$ cat config.mk
export PLATFORM = sky130hd
export DESIGN_NAME = xcvr_latch_top
export DESIGN_NICKNAME = d
export VERILOG_FILES = /design/src/rtl/xcvr_pkg.sv /design/src/rtl/xcvr_lane_fsm.sv /design/src/rtl/xcvr_bank.sv /design/src/rtl/xcvr_latch_top.sv
export SDC_FILE = /design/constraint.sdc
export NUM_CORES = 1
export LEC_CHECK = 0
export ABC_AREA = 1
export CELL_PAD_IN_SITES_DETAIL_PLACEMENT = 1
export CELL_PAD_IN_SITES_GLOBAL_PLACEMENT = 2
export CORE_MARGIN = 2
export CORE_UTILIZATION = 17
export CTS_CLUSTER_DIAMETER = 50
export DETAILED_ROUTE_END_ITERATION = 10
export PLACE_DENSITY = 0.75
export SYNTH_ARGS = -nofsm -noshare
export SYNTH_HDL_FRONTEND = slang
export SYNTH_SLANG_ARGS = --single-unit
$ cat constraint.sdc
create_clock -name clk -period 0.8 [get_ports clk]
set_input_delay 0.08 -clock clk [delete_from_list [all_inputs] [get_ports clk]]
set_output_delay 0.08 -clock clk [all_outputs]
set_load 0.03 [all_outputs]
$ cat src/rtl/xcvr_pkg.sv
package xcvr_pkg;
    typedef enum logic [1:0] {
        LANE_OFF  = 2'd0,
        LANE_OPEN = 2'd1,
        LANE_HELD = 2'd2
    } lane_state_e;

    localparam int unsigned NUM_DIR = 2;
endpackage

$ cat src/rtl/xcvr_lane_fsm.sv
module xcvr_lane_fsm
    import xcvr_pkg::*;
(
    input  logic        clk,
    input  logic        rst_n,
    input  logic        ce_n,
    input  logic        le_n,
    input  logic        oe_n,
    output lane_state_e state,
    output logic        open,
    output logic        drive
);
    lane_state_e nxt;

    // state register
    always_ff @(posedge clk or negedge rst_n) begin
        if (!rst_n) state <= LANE_OFF;
        else        state <= nxt;
    end

    // next-state selection from the live controls
    always_comb begin
        nxt = state;
        unique case (state)
            LANE_OFF, LANE_OPEN, LANE_HELD: begin
                if (ce_n)       nxt = LANE_OFF;
                else if (!le_n) nxt = LANE_OPEN;
                else            nxt = LANE_HELD;
            end
            default: nxt = LANE_OFF;
        endcase
    end

    // outputs: bank open now, far port driven now
    always_comb begin
        open  = !ce_n && !le_n;
        drive = !ce_n && !oe_n;
    end
endmodule

$ cat src/rtl/xcvr_bank.sv
module xcvr_bank #(
    parameter int unsigned W = 8
) (
    input  logic         clk,
    input  logic         rst_n,
    input  logic         open,
    input  logic [W-1:0] din,
    output logic [W-1:0] dout
);
    logic [W-1:0] mem_q;

    always_ff @(posedge clk or negedge rst_n) begin
        if (!rst_n)    mem_q <= '0;
        else if (open) mem_q <= din;
    end

    assign dout = open ? din : mem_q;
endmodule

$ cat src/rtl/xcvr_latch_top.sv
module xcvr_latch_top
    import xcvr_pkg::*;
#(
    parameter int unsigned W = 8
) (
    input  logic         clk,
    input  logic         rst_n,
    input  logic [W-1:0] a_in,
    output logic [W-1:0] a_out,
    output logic         a_oe,
    input  logic [W-1:0] b_in,
    output logic [W-1:0] b_out,
    output logic         b_oe,
    input  logic         ab_ce_n,
    input  logic         ab_le_n,
    input  logic         ab_oe_n,
    input  logic         ba_ce_n,
    input  logic         ba_le_n,
    input  logic         ba_oe_n
);
    // index 0: A-to-B, index 1: B-to-A
    logic [NUM_DIR-1:0]        ce_n_v, le_n_v, oe_n_v, open_v, drive_v;
    logic [NUM_DIR-1:0][W-1:0] din_v, dout_v;
    lane_state_e               ab_st, ba_st;
    lane_state_e               st_v [NUM_DIR];

    assign ce_n_v = {ba_ce_n, ab_ce_n};
    assign le_n_v = {ba_le_n, ab_le_n};
    assign oe_n_v = {ba_oe_n, ab_oe_n};
    assign din_v  = {b_in, a_in};

    for (genvar d = 0; d < NUM_DIR; d++) begin : g_dir
        xcvr_lane_fsm u_fsm (
            .clk   (clk),
            .rst_n (rst_n),
            .ce_n  (ce_n_v[d]),
            .le_n  (le_n_v[d]),
            .oe_n  (oe_n_v[d]),
            .state (st_v[d]),
            .open  (open_v[d]),
            .drive (drive_v[d])
        );
        xcvr_bank #(.W(W)) u_bank (
            .clk   (clk),
            .rst_n (rst_n),
            .open  (open_v[d]),
            .din   (din_v[d]),
            .dout  (dout_v[d])
        );
    end

    assign ab_st = st_v[0];
    assign ba_st = st_v[1];
    assign b_out = dout_v[0];
    assign b_oe  = drive_v[0];
    assign a_out = dout_v[1];
    assign a_oe  = drive_v[1];
endmodule

# Yosys cells after proc, flatten, opt, wreduce, memory -nomap -nowiden

Index checks and enable logic that the tools add are counted.

Flip-flop bits (word level): 16
Output and inout port bits: 18
Input bits: 24
Word-level logic and storage cells: 14

Muxes and demuxes: 2
Reduce and logical (&&, ||, !) cells: 10

Operator list:

| kind              | number |
|---|---|
| $mux 8            | 2 |
| $logic_not 1->1   | 6 |
| $logic_and 1x1->1 | 4 |

# Depth between registers and ports, before layout

Depth in word-level cells: 3
Mapped depth: 4
Depth with buffers taken out: 3

# By module

A second synthesis with hierarchy kept.

Cells, all modules: 90
Area, all modules: 783.3 µm²

Modules (own cells, without submodules):

| module        | instances | area each (µm²) | sequential area each (µm²) | cells each |
|---|---|---|---|---|
| xcvr_bank     | 2         | 305.3           | 200.2                      | 34 |
| xcvr_lane_fsm | 2         | 86.3            | 50.0                       | 11 |

# Worst setup path before layout

Ideal clock, no wire load.

Path kind: register to register
From: register g_dir[1].u_bank.mem_q[0] (netlist name)
To: register g_dir[1].u_bank.mem_q[0]
Setup slack: -10 ps
Data required time: 596 ps
Period minus slack after synthesis: 810 ps
Cell stages (with the launch flop): 3
Buffers on the path: 0
Setup time: 204 ps
Arrival time: 606 ps
Cell sequence: dfrtp_1 > o21ai_0 > nand2_1

RTL lines:

| what                 | line            | RTL |
|---|---|---|
| end signal, assigned | xcvr_bank.sv:14 | `else if (open) mem_q <= din;` |
| end, declared        | xcvr_bank.sv:10 | `logic [W-1:0] mem_q;` |

# Worst setup path after layout

From: register g_dir[1].u_bank.mem_q[7]
To: output port a_out[7]

Longest elaborated chain between the ends: 1

Ends and longest elaborated chain:

| what          | line                | RTL |
|---|---|---|
| $mux 8        | -                   |  |
| end, declared | xcvr_latch_top.sv:9 | `output logic [W-1:0] a_out,` |

Every way passes these cells.

==> summary.txt <==
Run status
  • Outcome: complete, but fails checks
  • Failing checks: negative setup slack

Route
  • Vias: 714
  • Initial DRC count: 23
  • WL per Instance: 12.3 um
  • Total detailed-routing wirelength: 2.16 mm
  • Detailed-route DRC error count: 0
  • Vias per cell: 4.06
  • Pre-Repair DR Iteration Count: 2
  • Post-route ant nets: 0

Logic synthesis
  • Syn Area/Cell: 9.33 um2
  • Synth Warn #: 0
  • Synth unique cells: 6
  • Asr flop ratio synth: 1.00
  • Ys flop type: dfrtp_1
  • Register area share after synthesis: 0.613
  • Number of synthesized flops with an enable pin: 0
  • Most frequent cells after synthesis: nand2_1, dfrtp_1, o21ai_0
  • Post-Syn Nets: 94
  • Yosys top cell area share: 0.613
  • Cells after Synth: 70
  • Most frequent cell after synthesis: nand2_1
  • Top cells by area, synth: dfrtp_1, nand2_1, o21ai_0
  • Post-synth top area cell: dfrtp_1
  • Synthesized area: roughly 650 um2
  • #FFs+latches synth: 16

Timing
  • Setup TNS: -3.17 ns
  • Fmax achieved: 0.994 GHz
  • Final number of setup-violating endpoints: 19
  • Tmin final: 1.01 ns
  • Worst setup margin: -0.206 ns
  • Fin crit share: 1.26
  • Tightest hold margin: approximately 0.16 ns
  • Post-route clock skew: 0 ns
  • Endpoints failing hold: 0
  • Rel. slew slack: 0.807
  • RSZ-0062 raised after global routing: yes
  • Pin slew with the least headroom to its limit: 0.289 ns
  • Slew Viols, Final: 0

Hold path
  • Hold WC Path Type: in -> async

Final layout
  • Number of antenna diodes: 0
  • Share of post-route cells with drive strength above 1: 0.563
  • Design area: around 1400 um2
  • P&R area growth vs syn: 112%
  • Largest registers: g_dir.u_bank.mem_q: 16 flops
  • Largest register FFs: 16
  • Nets: 153
  • Reg with most FFs: g_dir.u_bank.mem_q

Clocking
  • CTS tree: yes
  • CTS Buf Count: 3
  • Root Buffer: clkbuf_8
  • Clk buf depth: 2
  • Clk sinks: 16
  • Clock H-tree levels: 1
  • Worst skew pair latency: ~0.25 ns
  • CTS clk-pin slew, worst paths: 0.07 ns

Placed design
  • Number of buffers added on ports: 41
  • GPL Wtd Cong: 0.657
  • Post-DP HPWL: ~1.6 mm
  • Area of placed instances: 1150 um2

Setup path
  • CP arrival: 0.93 ns
  • Worst-path fanout max: 2
  • CP startpoint kind: register
  • CP Capture Type: primary output
  • WS Path Type: reg -> out
  • Critical path data required time: slightly above 0.7 ns

Floorplanning
  • Full die area: 4350 um2
  • Starting density of the core: 0.177
  • Rows: 22
  • Die Ht: 66.0 um
  • Top-Level Pins: 42
  • Core Box Area: roughly 3700 um2
  • Chip width: about 66 um

GRT
  • Pin count of the biggest net entering global routing: 17
  • Initial antenna violation count: 0
  • Vias in the first global route: around 760
  • Grt total ovfl: 0
  • Total Routing Usage GR: 0.105
  • First-pass GRT wire length: ~3.4 mm

Power
  • Leakage power: approximately 0.64 nW
  • PD cells: 1930 nW/um2
  • Maximum VDD drop: approximately 730 uV

Run
  • Max-cap viol count: 0
-- final cells by class --
| cell class | instances | area, um2 |
|---|---|---|
| flip-flops and latches | 16 | 400 |
| fillers | 434 | 2300 |
| clock buffers | 4 | 55.1 |
| well taps | 48 | 60.1 |
| repair buffers | 56 | 549 |
| multi-input cells | 52 | 319 |
-- per-layer routing --
layer | vias up | wire length, um | share of wire | track usage
met3 | 2 | 234 | 0.11 | 0.0409
met2 | 36 | 1080 | 0.50 | 0.178
met5 | - | 0 | 0 | 0
li1 | 342 | - | - | -
met4 | 0 | 16 | 0.0074 | 0.0383
met1 | 334 | 825 | 0.38 | 0.118
-- report_power, final --
group	switching (mW)	total, mW	internal [mW]
sequential	0.0411	0.951	0.910
combinational	0.509	0.994	0.485
clock	0.287	0.724	0.437
total	0.837	2.67	1.83
-- critical path: stages, from the launching register on --
cell and delay [ns]:
dfrtp_1 0.36, o21ai_1 0.09, nand2_2 0.08, buf_6 0.14
-- layout by cell type (no fill, tap or decap), drive strengths merged --
cell type,instances
dlygate4sd2,2
o21ai,16
clkdlybuf4s50,17
dfrtp,16
clkbuf,4
nor2,4
buf,37
nand2,32
-- per-stage QoR --
stage	total power, mW	util	setup WS [ns]	instances
floorplan	1.34	-	0.0583	70
global placement	1.71	0.313	-0.587	163
detailed placement	1.73	0.313	-0.596	163
CTS	2.66	0.362	-0.227	173
global route	2.83	0.375	-0.255	176
finish	2.67	0.375	-0.206	176
-- worst paths after layout --
path / startpoint / to / slack, ns / cells after the start
worst min-delay path: rst_n / g_dir[0].u_bank.mem_q[6] / 0.16 / 2
worst max register to register: g_dir[1].u_bank.mem_q[5] / g_dir[1].u_bank.mem_q[5] / -0.08 / 4
min in group clk: ab_ce_n / g_dir[0].u_bank.mem_q[5] / 0.22 / 3
worst max-delay path: g_dir[1].u_bank.mem_q[7] / a_out[7] / -0.21 / 3
max in group asynchronous: rst_n / g_dir[1].u_bank.mem_q[4] / 0.51 / 2
worst min register to register: g_dir[0].u_bank.mem_q[5] / g_dir[0].u_bank.mem_q[5] / 0.49 / 2
-- cells by family after synthesis --
kind of cell | share of synthesized area
flip-flops | 0.613
buffers and inverters | 0.0345
AND/OR/NAND/NOR | 0.230
AO/OA/AOI/OAI | 0.123
-- timing repair --
item	4_1_cts	5_1_grt
endpoints found under the setup margin	34	21
buffers inserted	7	8
resized for setup	56	20
pin swaps	12	11
hold buffers	0	0
Note: power is estimated with default switching activity, not from simulation.
